`src/rtl/win_dec_pkg.sv`:
```
package win_dec_pkg;

  // Register selector coding shared by the write and read ports.
  typedef enum logic [1:0] {
    SEL_IO_LO   = 2'd0,
    SEL_IO_HI   = 2'd1,
    SEL_REMAP   = 2'd2,
    SEL_RW_BASE = 2'd3
  } reg_sel_e;

  // Window index inside the generate loop; lower index has priority.
  localparam int unsigned WIN_REGS = 0;
  localparam int unsigned WIN_IO   = 1;
  localparam int unsigned NUM_WIN  = 2;

endpackage

```
`src/rtl/wdec_rst_sync.sv`:
```
module wdec_rst_sync #(
  parameter int unsigned STAGES = 2
) (
  input  logic clk,
  input  logic rst_n,
  output logic rst_sync_n
);

  logic [STAGES-1:0] chain_q;
  logic [STAGES-1:0] chain_d;

  always_comb begin
    chain_d = {chain_q[STAGES-2:0], 1'b1};
  end

  always_ff @(posedge clk or negedge rst_n) begin
    if (!rst_n) chain_q <= '0;
    else        chain_q <= chain_d;
  end

  assign rst_sync_n = chain_q[STAGES-1];

endmodule

```
`src/rtl/wdec_regs.sv`:
```
module wdec_regs
  import win_dec_pkg::*;
#(
  parameter int unsigned DATA_W   = 32,
  parameter int unsigned LO_W     = 15,
  parameter int unsigned HI_W     = 7,
  parameter int unsigned REMAP_W  = 11,
  parameter logic [LO_W-1:0]    LO_RST    = 15'h0080,
  parameter logic [HI_W-1:0]    HI_RST    = 7'h0F,
  parameter logic [REMAP_W-1:0] REMAP_RST = 11'h080,
  parameter logic [LO_W-1:0]    RW_RST    = 15'h00A0
) (
  input  logic               clk,
  input  logic               rst_n,
  input  logic               wr_en,
  input  logic [1:0]         wr_sel,
  input  logic [DATA_W-1:0]  wr_data,
  input  logic [1:0]         rd_sel,
  output logic [DATA_W-1:0]  rd_data,
  output logic [LO_W-1:0]    lo_q,
  output logic [HI_W-1:0]    hi_q,
  output logic [REMAP_W-1:0] remap_q,
  output logic [LO_W-1:0]    rw_q
);

  logic [LO_W-1:0]    lo_d;
  logic [HI_W-1:0]    hi_d;
  logic [REMAP_W-1:0] remap_d;
  logic [LO_W-1:0]    rw_d;
  logic               lo_en, hi_en, remap_en, rw_en;

  // Next-state and clock enables
  always_comb begin
    lo_en    = wr_en && (reg_sel_e'(wr_sel) == SEL_IO_LO);
    hi_en    = wr_en && (reg_sel_e'(wr_sel) == SEL_IO_HI);
    // the low-register write also refreshes the remap copy
    remap_en = wr_en && ((reg_sel_e'(wr_sel) == SEL_REMAP) ||
                         (reg_sel_e'(wr_sel) == SEL_IO_LO));
    rw_en    = wr_en && (reg_sel_e'(wr_sel) == SEL_RW_BASE);
    lo_d     = wr_data[LO_W-1:0];
    hi_d     = wr_data[HI_W-1:0];
    remap_d  = wr_data[REMAP_W-1:0];
    rw_d     = wr_data[LO_W-1:0];
  end

  always_ff @(posedge clk or negedge rst_n) begin
    if (!rst_n) begin
      lo_q    <= LO_RST;
      hi_q    <= HI_RST;
      remap_q <= REMAP_RST;
      rw_q    <= RW_RST;
    end else begin
      if (lo_en)    lo_q    <= lo_d;
      if (hi_en)    hi_q    <= hi_d;
      if (remap_en) remap_q <= remap_d;
      if (rw_en)    rw_q    <= rw_d;
    end
  end

  always_comb begin
    unique case (reg_sel_e'(rd_sel))
      SEL_IO_LO:   rd_data = DATA_W'(lo_q);
      SEL_IO_HI:   rd_data = DATA_W'(hi_q);
      SEL_REMAP:   rd_data = DATA_W'(remap_q);
      SEL_RW_BASE: rd_data = DATA_W'(rw_q);
      default:     rd_data = '0;
    endcase
  end

endmodule

```
`src/rtl/wdec_span.sv`:
```
module wdec_span #(
  parameter int unsigned ADDR_W    = 32,
  parameter int unsigned LO_W      = 15,
  parameter int unsigned HI_W      = 7,
  parameter int unsigned SHIFT     = 21,
  parameter bit          FIXED     = 1'b0,
  parameter int unsigned FIXED_LEN = 4096,
  parameter logic [ADDR_W-1:0] HA_LO = 32'h1E00_0000,
  parameter logic [ADDR_W-1:0] HA_HI = 32'h1F10_0000,
  parameter logic [ADDR_W-1:0] HB_LO = 32'h1FC0_0000,
  parameter logic [ADDR_W-1:0] HB_HI = 32'h1FD0_0000,
  localparam int unsigned EW = LO_W + SHIFT + 1
) (
  input  logic [LO_W-1:0] lo,
  input  logic [HI_W-1:0] hi,
  output logic [EW-1:0]   cbase,
  output logic [EW-1:0]   clen
);

  localparam logic [EW-1:0] A_LO = EW'(HA_LO);
  localparam logic [EW-1:0] A_HI = EW'(HA_HI);
  localparam logic [EW-1:0] B_LO = EW'(HB_LO);
  localparam logic [EW-1:0] B_HI = EW'(HB_HI);

  logic [EW-1:0] raw_base;
  logic [EW-1:0] raw_len;
  logic [EW-1:0] b, e;

  assign raw_base = EW'(lo) << SHIFT;

  generate
    if (FIXED) begin : g_fixed
      assign raw_len = EW'(FIXED_LEN);
    end else begin : g_ranged
      logic [HI_W:0] units;
      logic          enable;
      always_comb begin
        enable = (lo[HI_W-1:0] <= hi);
        units  = {1'b0, hi} + (HI_W+1)'(1) - {1'b0, lo[HI_W-1:0]};
      end
      assign raw_len = enable ? (EW'(units) << SHIFT) : '0;
    end
  endgenerate

  // Trim around the reserved holes, order matters
  always_comb begin
    b = raw_base;
    e = raw_base + raw_len;
    if (e >= A_LO && e < A_HI) e = A_LO;
    if (b >= A_LO && b < A_HI) b = A_HI;
    if (e >= B_LO && e < B_HI) e = B_LO;
    if (b >= B_LO && b < B_HI) b = B_HI;
    if (e >= A_HI && b < A_LO) b = A_HI;
    if (e >= B_HI && b < B_LO) b = B_HI;
    cbase = b;
    clen  = (e > b) ? (e - b) : '0;
  end

endmodule

```
`src/rtl/wdec_match.sv`:
```
module wdec_match #(
  parameter int unsigned ADDR_W = 32,
  parameter int unsigned EW     = 37
) (
  input  logic [ADDR_W-1:0] addr,
  input  logic [EW-1:0]     cbase,
  input  logic [EW-1:0]     clen,
  output logic              hit,
  output logic [ADDR_W-1:0] off
);

  logic [EW-1:0] addr_x;
  logic [EW-1:0] diff;

  always_comb begin
    addr_x = EW'(addr);
    diff   = addr_x - cbase;
    hit    = (clen != '0) && (addr_x >= cbase) && (diff < clen);
    off    = diff[ADDR_W-1:0];
  end

endmodule

```
`src/rtl/cpu_pci_win_dec.sv`:
```
module cpu_pci_win_dec
  import win_dec_pkg::*;
#(
  parameter int unsigned ADDR_W     = 32,
  parameter int unsigned DATA_W     = 32,
  parameter int unsigned LO_W       = 15,
  parameter int unsigned HI_W       = 7,
  parameter int unsigned REMAP_W    = 11,
  parameter int unsigned SHIFT      = 21,
  parameter int unsigned RW_BYTES   = 4096,
  parameter logic [ADDR_W-1:0] HA_LO = 32'h1E00_0000,
  parameter logic [ADDR_W-1:0] HA_HI = 32'h1F10_0000,
  parameter logic [ADDR_W-1:0] HB_LO = 32'h1FC0_0000,
  parameter logic [ADDR_W-1:0] HB_HI = 32'h1FD0_0000,
  localparam int unsigned RW_OFF_W  = $clog2(RW_BYTES)
) (
  input  logic                clk,
  input  logic                rst_n,
  input  logic                wr_en,
  input  logic [1:0]          wr_sel,
  input  logic [DATA_W-1:0]   wr_data,
  input  logic [1:0]          rd_sel,
  output logic [DATA_W-1:0]   rd_data,
  input  logic [ADDR_W-1:0]   cpu_addr,
  output logic                io_hit,
  output logic [ADDR_W-1:0]   io_off,
  output logic                reg_hit,
  output logic [RW_OFF_W-1:0] reg_off
);

  localparam int unsigned EW = LO_W + SHIFT + 1;

  logic               rst_q_n;
  logic [LO_W-1:0]    lo_q;
  logic [HI_W-1:0]    hi_q;
  logic [REMAP_W-1:0] remap_q;
  logic [LO_W-1:0]    rw_q;

  logic [NUM_WIN-1:0] hit_w;
  logic [ADDR_W-1:0]  off_w [NUM_WIN];

  wdec_rst_sync #(.STAGES(2)) u_rst (
    .clk        (clk),
    .rst_n      (rst_n),
    .rst_sync_n (rst_q_n)
  );

  wdec_regs #(
    .DATA_W  (DATA_W),
    .LO_W    (LO_W),
    .HI_W    (HI_W),
    .REMAP_W (REMAP_W)
  ) u_regs (
    .clk     (clk),
    .rst_n   (rst_q_n),
    .wr_en   (wr_en),
    .wr_sel  (wr_sel),
    .wr_data (wr_data),
    .rd_sel  (rd_sel),
    .rd_data (rd_data),
    .lo_q    (lo_q),
    .hi_q    (hi_q),
    .remap_q (remap_q),
    .rw_q    (rw_q)
  );

  generate
    for (genvar w = 0; w < NUM_WIN; w++) begin : g_win
      localparam bit IS_FIXED = (w == WIN_REGS);
      logic [EW-1:0] cbase, clen;

      wdec_span #(
        .ADDR_W    (ADDR_W),
        .LO_W      (LO_W),
        .HI_W      (HI_W),
        .SHIFT     (SHIFT),
        .FIXED     (IS_FIXED),
        .FIXED_LEN (RW_BYTES),
        .HA_LO     (HA_LO),
        .HA_HI     (HA_HI),
        .HB_LO     (HB_LO),
        .HB_HI     (HB_HI)
      ) u_span (
        .lo    (IS_FIXED ? rw_q : lo_q),
        .hi    (IS_FIXED ? '0 : hi_q),
        .cbase (cbase),
        .clen  (clen)
      );

      wdec_match #(
        .ADDR_W (ADDR_W),
        .EW     (EW)
      ) u_match (
        .addr  (cpu_addr),
        .cbase (cbase),
        .clen  (clen),
        .hit   (hit_w[w]),
        .off   (off_w[w])
      );
    end
  endgenerate

  // Register window has priority; offsets gated by the final hit flags
  always_comb begin
    reg_hit = hit_w[WIN_REGS];
    io_hit  = hit_w[WIN_IO] && !hit_w[WIN_REGS];
    reg_off = reg_hit ? off_w[WIN_REGS][RW_OFF_W-1:0] : '0;
    io_off  = io_hit  ? off_w[WIN_IO] : '0;
  end

endmodule

```
`config.mk`:
```
export PLATFORM = sky130hd
export DESIGN_NAME = cpu_pci_win_dec
export DESIGN_NICKNAME = d
export VERILOG_FILES = /design/src/rtl/win_dec_pkg.sv /design/src/rtl/wdec_rst_sync.sv /design/src/rtl/wdec_regs.sv /design/src/rtl/wdec_span.sv /design/src/rtl/wdec_match.sv /design/src/rtl/cpu_pci_win_dec.sv
export SDC_FILE = /design/constraint.sdc
export NUM_CORES = 1
export LEC_CHECK = 0
export CORE_UTILIZATION = 30
export CTS_CLUSTER_DIAMETER = 80
export CTS_CLUSTER_SIZE = 10
export DETAILED_ROUTE_END_ITERATION = 7
export PLACE_DENSITY = 0.6
export SYNTH_ARGS = -nofsm -noshare
export SYNTH_HDL_FRONTEND = slang
export SYNTH_SLANG_ARGS = --single-unit
```
`constraint.sdc`:
```
create_clock -name clk -period 13 [get_ports clk]
set_input_delay 2.6 -clock clk [delete_from_list [all_inputs] [get_ports clk]]
set_output_delay 2.6 -clock clk [all_outputs]
set_load 0.01 [all_outputs]
```
==> results.sh, run 1 <==
export IMPL_min_period_ns=12.27
export IMPL_grt_max_degree=49
export IMPL_rsz0062_at_grt="no"
export IMPL_n_fill_cell=2935
export IMPL_track_usage_pct=17.1
export IMPL_post_route_drc_count=0
export IMPL_gp_congestion=0.912
export IMPL_wl_per_cell_um=16.5
export IMPL_syn_avg_cell_area_um2=7.99
export IMPL_area_growth_pct=19.2
export IMPL_cts_tree="yes"
export IMPL_cts_sinks=50
export IMPL_drive_above_1_share_pct=11.4
export IMPL_fin_crit_sh_pct=94.4
export IMPL_power_leakage_nw=4.20
export IMPL_synth_seq_cells=50
export IMPL_register_area_mm2=0.00126
export IMPL_io_pins=149
export IMPL_hp_class="reg2reg"
export IMPL_clkLatencyLatePin_ns=0.28
export IMPL_worstHoldStart="u_rst.chain_q[0]"
export IMPL_run_status="complete, no violations"
export IMPL_num_rows=61
export IMPL_vias=7819
export IMPL_syn_cell_area_mm2=0.00844
export IMPL_slew_viol_final=0
export IMPL_synth_edff_count=0
export IMPL_critPathSlowestCell="clkdlybuf4s50_1"
export IMPL_h_tree_depth=2
export IMPL_crit_arrival_ns=9.67
export IMPL_clock_skew_ns=0.00351
export IMPL_end_kind="output port"
export IMPL_die_h_um=170
export IMPL_pre_cts_ws_ns=0.707
export IMPL_crit_fanout=30
export IMPL_wirelength_mm=25.2
export IMPL_clock_fmax_ghz=0.0815
export IMPL_clk_pin_slew_ns=0.06
export IMPL_critPathLaunchType="register"
export IMPL_worstReg2RegEnd="u_regs.lo_q[13]"
export IMPL_ys_flop_type="dfrtp_1"
export IMPL_setup_worst_path_class="reg2out"
export IMPL_setup_ws_ns=0.733
export IMPL_async_flop_share_pct=100
export IMPL_vdd_drop_max_mv=0.106
export IMPL_r2r_slack_ns=11.82
export IMPL_finalHoldViolCount=0
export IMPL_yosysSeqAreaShare_pct=14.9
export IMPL_min_path_cells=0
export IMPL_drv_cap=0
export IMPL_io_buffers=114
export IMPL_p_per_area_mw_per_mm2=218
export IMPL_die_width_um=170
export IMPL_antennaDiodeCount=0
export IMPL_ys_warn_count=0
export IMPL_holdPathEnd="u_rst.chain_q[1]"
export IMPL_power_mw=2.20
export IMPL_fin_setup_tns_ns=0
export IMPL_relSlewSlack_pct=29.2
export IMPL_antenna_found_initial=0
export IMPL_grt_pass1_wl_mm=39.3
export IMPL_final_nets=1333
export IMPL_antenna_left=0
export IMPL_tightest_slew_ns=1.06
export IMPL_drt_iter0_drc=518
export IMPL_timing_hold_ws_ns=0.360
export IMPL_reg2reg_from="u_regs.lo_q[13]"
export IMPL_synth_cell_types=89
export IMPL_dp_hpwl_mm=21.1
export IMPL_floorplan_initialDensity_pct=30.5
export IMPL_crit_required_ns=10.40
export IMPL_numCtsBuffers=5
export IMPL_cpPeakStageDelay_ns=0.57
export IMPL_grt_pass1_vias=7392
export IMPL_viasPerCell=5.13
export IMPL_cts_root_buffer_cell="clkbuf_16"
export IMPL_dr_pass1_iters=5
export IMPL_finalSetupViolations=0
export IMPL_grt_overflow=0
export IMPL_core_mm2=0.0277
export IMPL_clock_path_buffers=2
export IMPL_multi_input_area_mm2=0.00662
export IMPL_dieArea_mm2=0.0288
export IMPL_netlist_instances=1057
export IMPL_rr_worst_depth=2
==> registers in the layout, summed over array words and instances, names as in the netlist <==
name	cells
u_regs.hi_q	7
u_rst.chain_q	2
u_regs.lo_q	15
u_regs.rw_q	15
u_regs.remap_q	11
==> layout make-up <==
type                       instances  area share [%]
inverter                          87            3.25
clock inverter                     1          0.0497
multi-input combinational        874            65.8
tap                              378            4.70
sequential                        50            12.5
clock buffer                       7            1.42
timing repair buffer             126            12.3
==> cells in the mapped netlist, drive strengths merged (18+ instances only) <==
library cell	instances	area share, %
xnor2	50	5.2
a21oi	61	3.6
ha	113	17
o21ai	59	3.5
clkbuf	33	1.5
dfrtp	42	12
a21o	23	2.0
buf	29	2.4
inv	86	3.8
nand2	89	4.0
xor2	18	1.9
nor2	79	3.5
nor3	36	2.9
mux2	36	4.8
nand4	18	1.4
nand3	22	1.3
nor3b	20	2.7
nor4	23	1.9
==> layer usage <==
metal	wire (um)	track usage, %
met1	12000	23.7
met2	12000	29.3
met3	862	1.17
met4	241	2.82
met5	0	0
==> per-stage QoR <==
stage               instances  util, %  area (um^2)
finish                   1523     36.3        10100
global route             1523     36.3        10100
CTS                      1523     36.2        10000
detailed placement       1515     35.7         9890
global placement         1515     35.7         9890
floorplan                1073        -         8500
==> timing repair <==
action                     in CTS  in global routing
resized for setup               0                  7
setup endpoints to repair       0                 33
setup buffers                   0                  0
hold buffers                    0                  0
==> cell usage in the layout, fill, tap and decap left out, types with 11 or more instances in the layout <==
cell / count
nand2b_1: 14
nor3_1: 22
o21ai_0: 57
ha_1: 113
nor3_2: 14
a21oi_1: 59
nor2b_1: 15
nor4_1: 22
inv_1: 85
nand4_1: 17
mux2_2: 36
nor3b_2: 16
o21bai_1: 17
o21a_1: 15
nand3_1: 22
nor2_1: 78
nand2_1: 89
conb_1: 18
buf_4: 11
xor2_1: 18
dfrtp_1: 41
a21o_1: 23
xnor2_1: 50
clkdlybuf4s50_1: 114
==> logic make-up after synthesis <==
kind of cell / count (synthesis) / synth area share (%)
mux: 52 / 7.74
buf+inv: 149 / 7.75
other cells: 2 / 0.0890
fa+ha+maj: 119 / 18.1
simple gates: 365 / 24.1
compound gates: 252 / 20.3
xor+xnor: 68 / 7.05
flops: 50 / 14.9
==> critical path, delay by kind of cell (launching register included) <==
family | cells | cell delay (ns)
AOI/OAI and AO/OA | 19 | 3.81
xor gates and xnor gates | 1 | 0.15
adders and majority gates | 5 | 1.77
buffers and inverters | 6 | 1.26
DFF | 1 | 0.55
and+or+nand+nor | 13 | 1.81
==> how the worst max path moves through the flow <==
stage | depth (start not counted) | end | from | slack, ns
finish | 44 | io_off[28] | u_regs.hi_q[3] | 0.73
global route | 47 | io_off[13] | u_regs.hi_q[2] | 0.02
CTS | 44 | io_off[28] | u_regs.hi_q[3] | 0.36
detailed placement | 44 | io_off[28] | u_regs.hi_q[3] | 0.71
global placement | 44 | io_off[13] | u_regs.hi_q[3] | 0.66
floorplan | 44 | io_off[12] | u_regs.hi_q[3] | 1.66
==> where the power goes <==
part           switching, mW  internal, mW  leakage (nW)
Sequential            0.0474         0.185         0.585
Combinational           1.05         0.784          3.54
Clock                 0.0516        0.0762        0.0739
Power figures use the tool's default switching activity.
==> run 2: changes to the inputs <==
--- a/config.mk
+++ b/config.mk
@@ -5,11 +5,12 @@
 export SDC_FILE = /design/constraint.sdc
 export NUM_CORES = 1
 export LEC_CHECK = 0
-export CORE_UTILIZATION = 30
+export CORE_ASPECT_RATIO = 0.8
+export CORE_UTILIZATION = 40
 export CTS_CLUSTER_DIAMETER = 80
 export CTS_CLUSTER_SIZE = 10
 export DETAILED_ROUTE_END_ITERATION = 7
-export PLACE_DENSITY = 0.6
+export PLACE_DENSITY = 0.73
 export SYNTH_ARGS = -nofsm -noshare
 export SYNTH_HDL_FRONTEND = slang
 export SYNTH_SLANG_ARGS = --single-unit
==> results.sh, run 2 (same netlist as run 1, synthesis figures left out) <==
export IMPL_die_width_um=164
export IMPL_worstReg2RegEnd="u_regs.lo_q[11]"
export IMPL_cts_tree="yes"
export IMPL_stdcell_count=1412
export IMPL_relSlewSlack_pct=22.0
export IMPL_hp_class="reg2reg"
export IMPL_critPathSlowestCell="clkdlybuf4s50_1"
export IMPL_critPathLaunchType="register"
export IMPL_antenna_left=0
export IMPL_vdd_drop_max_mv=0.130
export IMPL_drt_iter0_drc=656
export IMPL_grt_pass1_wl_mm=39.7
export IMPL_antennaDiodeCount=0
export IMPL_timing_hold_ws_ns=0.354
export IMPL_numCtsBuffers=5
export IMPL_power_leakage_nw=4.24
export IMPL_cts_setup_buffers=0
export IMPL_cts_root_buffer_cell="clkbuf_16"
export IMPL_met3_length_mm=1.48
export IMPL_io_buffers=114
export IMPL_clk_pin_slew_ns=0.06
export IMPL_crit_buf_inv=7
export IMPL_core_mm2=0.0207
export IMPL_grt_max_degree=49
export IMPL_wl_met1_mm=11.7
export IMPL_finalInstanceArea_mm2=0.00998
export IMPL_finalSetupViolations=0
export IMPL_num_rows=47
export IMPL_sequentialPowerShare_pct=10.5
export IMPL_switchingPower_mw=1.15
export IMPL_holdPathEnd="u_rst.chain_q[1]"
export IMPL_reg2reg_from="u_regs.lo_q[11]"
export IMPL_crit_required_ns=10.40
export IMPL_min_period_ns=12.24
export IMPL_cts_sinks=50
export IMPL_track_usage_pct=22.6
export IMPL_antenna_found_initial=0
export IMPL_gp_congestion=0.914
export IMPL_cts_resized_gates=0
export IMPL_end_kind="output port"
export IMPL_run_status="complete, no violations"
export IMPL_drv_cap=0
export IMPL_multi_input_area_mm2=0.00663
export IMPL_area_growth_pct=18.2
export IMPL_worstHoldStart="u_rst.chain_q[0]"
export IMPL_grt_overflow=0
export IMPL_intPower_mw=1.08
export IMPL_crit_fanout=33
export IMPL_setup_worst_path_class="reg2out"
export IMPL_postCtsHoldBufs=0
export IMPL_dieArea_mm2=0.0217
export IMPL_wl_per_cell_um=17.2
export IMPL_post_route_drc_count=0
export IMPL_h_tree_depth=2
export IMPL_place_inst=1404
export IMPL_grt_pass1_vias=7657
export IMPL_die_h_um=132
export IMPL_min_path_cells=0
export IMPL_wl_met2_mm=10.6
export IMPL_finalHoldViolCount=0
export IMPL_cp_common_cell="ha_1"
export IMPL_layout_common_cells="ha_1, clkdlybuf4s50_1, nand2_1, inv_1, nor2_1"
export IMPL_slew_viol_final=0
export IMPL_fin_crit_sh_pct=94.2
export IMPL_floorplan_initialDensity_pct=40.8
export IMPL_top_regs="u_regs.lo_q: 15 flops, u_regs.rw_q: 15 flops, u_regs.remap_q: 11 flops"
export IMPL_crit_family="compound AO/OA/AOI/OAI gates"
export IMPL_crit_arrival_ns=9.64
export IMPL_tightest_slew_ns=1.17
export IMPL_dr_pass1_iters=6
export IMPL_rr_worst_depth=2
export IMPL_dpl_cell_area_mm2=0.00975
export IMPL_switching_share_pct=51.6
export IMPL_vias=7929
export IMPL_io_pins=149
export IMPL_power_frac_comb_pct=82.0
export IMPL_register_area_mm2=0.00126
export IMPL_r2r_slack_ns=11.72
export IMPL_highest_layer="met4"
export IMPL_drive_above_1_share_pct=11.5
export IMPL_clock_path_buffers=2
export IMPL_final_util_pct=48.2
export IMPL_cpPeakStageDelay_ns=0.57
export IMPL_clock_skew_ns=0.00575
export IMPL_viasPerCell=5.62
export IMPL_n_fill_cell=2041
export IMPL_clock_fmax_ghz=0.0817
export IMPL_wirelength_mm=24.2
export IMPL_fin_setup_tns_ns=0
export IMPL_clockPowerShare_pct=7.6
export IMPL_p_per_area_mw_per_mm2=224
export IMPL_final_nets=1331
export IMPL_clkLatencyLatePin_ns=0.29
export IMPL_dp_hpwl_mm=20.0
-- run 2: stage by stage --
step | setup WS (ns) | power [mW]
after global placement | 0.702 | 1.99
after detailed placement | 0.583 | 2.02
final | 0.755 | 2.23
after global routing | -0.0197 | 2.48
after CTS | 0.222 | 2.21
after floorplan | 1.66 | 1.63
-- run 2: cell type report --
type,instances,share of cell area [%]
Multi-Input combinational cell,874,66.4
Sequential cell,50,12.6
Timing Repair Buffer,124,12.3
Tap cell,269,3.37
Inverter,87,3.27
Clock buffer,5,1.25
Clock inverter,3,0.689
-- run 2: worst register-to-register path: stages, from the launching register on --
cell and delay (ns):
dfrtp_1 0.70, inv_1 0.30, o21ai_0 0.21
-- run 2: power by group through the flow --
stage	Combinational [mW]	Clock [mW]	Sequential, mW
finish	1.83	0.169	0.234
global route	2.06	0.176	0.237
CTS	1.80	0.170	0.232
detailed placement	1.79	0	0.234
global placement	1.76	0	0.233
floorplan	1.42	0	0.211
-- run 2: worst max path at each step --
stage               slack [ns]      startpoint  cells past startpoint         end
detailed placement        0.58  u_regs.hi_q[1]                     45  io_off[13]
global placement          0.70  u_regs.hi_q[3]                     43  io_off[31]
finish                    0.76  u_regs.hi_q[1]                     47  io_off[13]
CTS                       0.22  u_regs.hi_q[3]                     43  io_off[13]
floorplan                 1.66  u_regs.hi_q[3]                     44  io_off[12]
global route             -0.02  u_regs.hi_q[1]                     47  io_off[13]
-- run 2: routing by layer --
metal / vias to the layer above / GRT usage [%]
met1: 3734 / 32.7
met3: 38 / 3.68
met5: - / 0
met4: 0 / 4.54
met2: 224 / 35.0
li1: 3933 / -
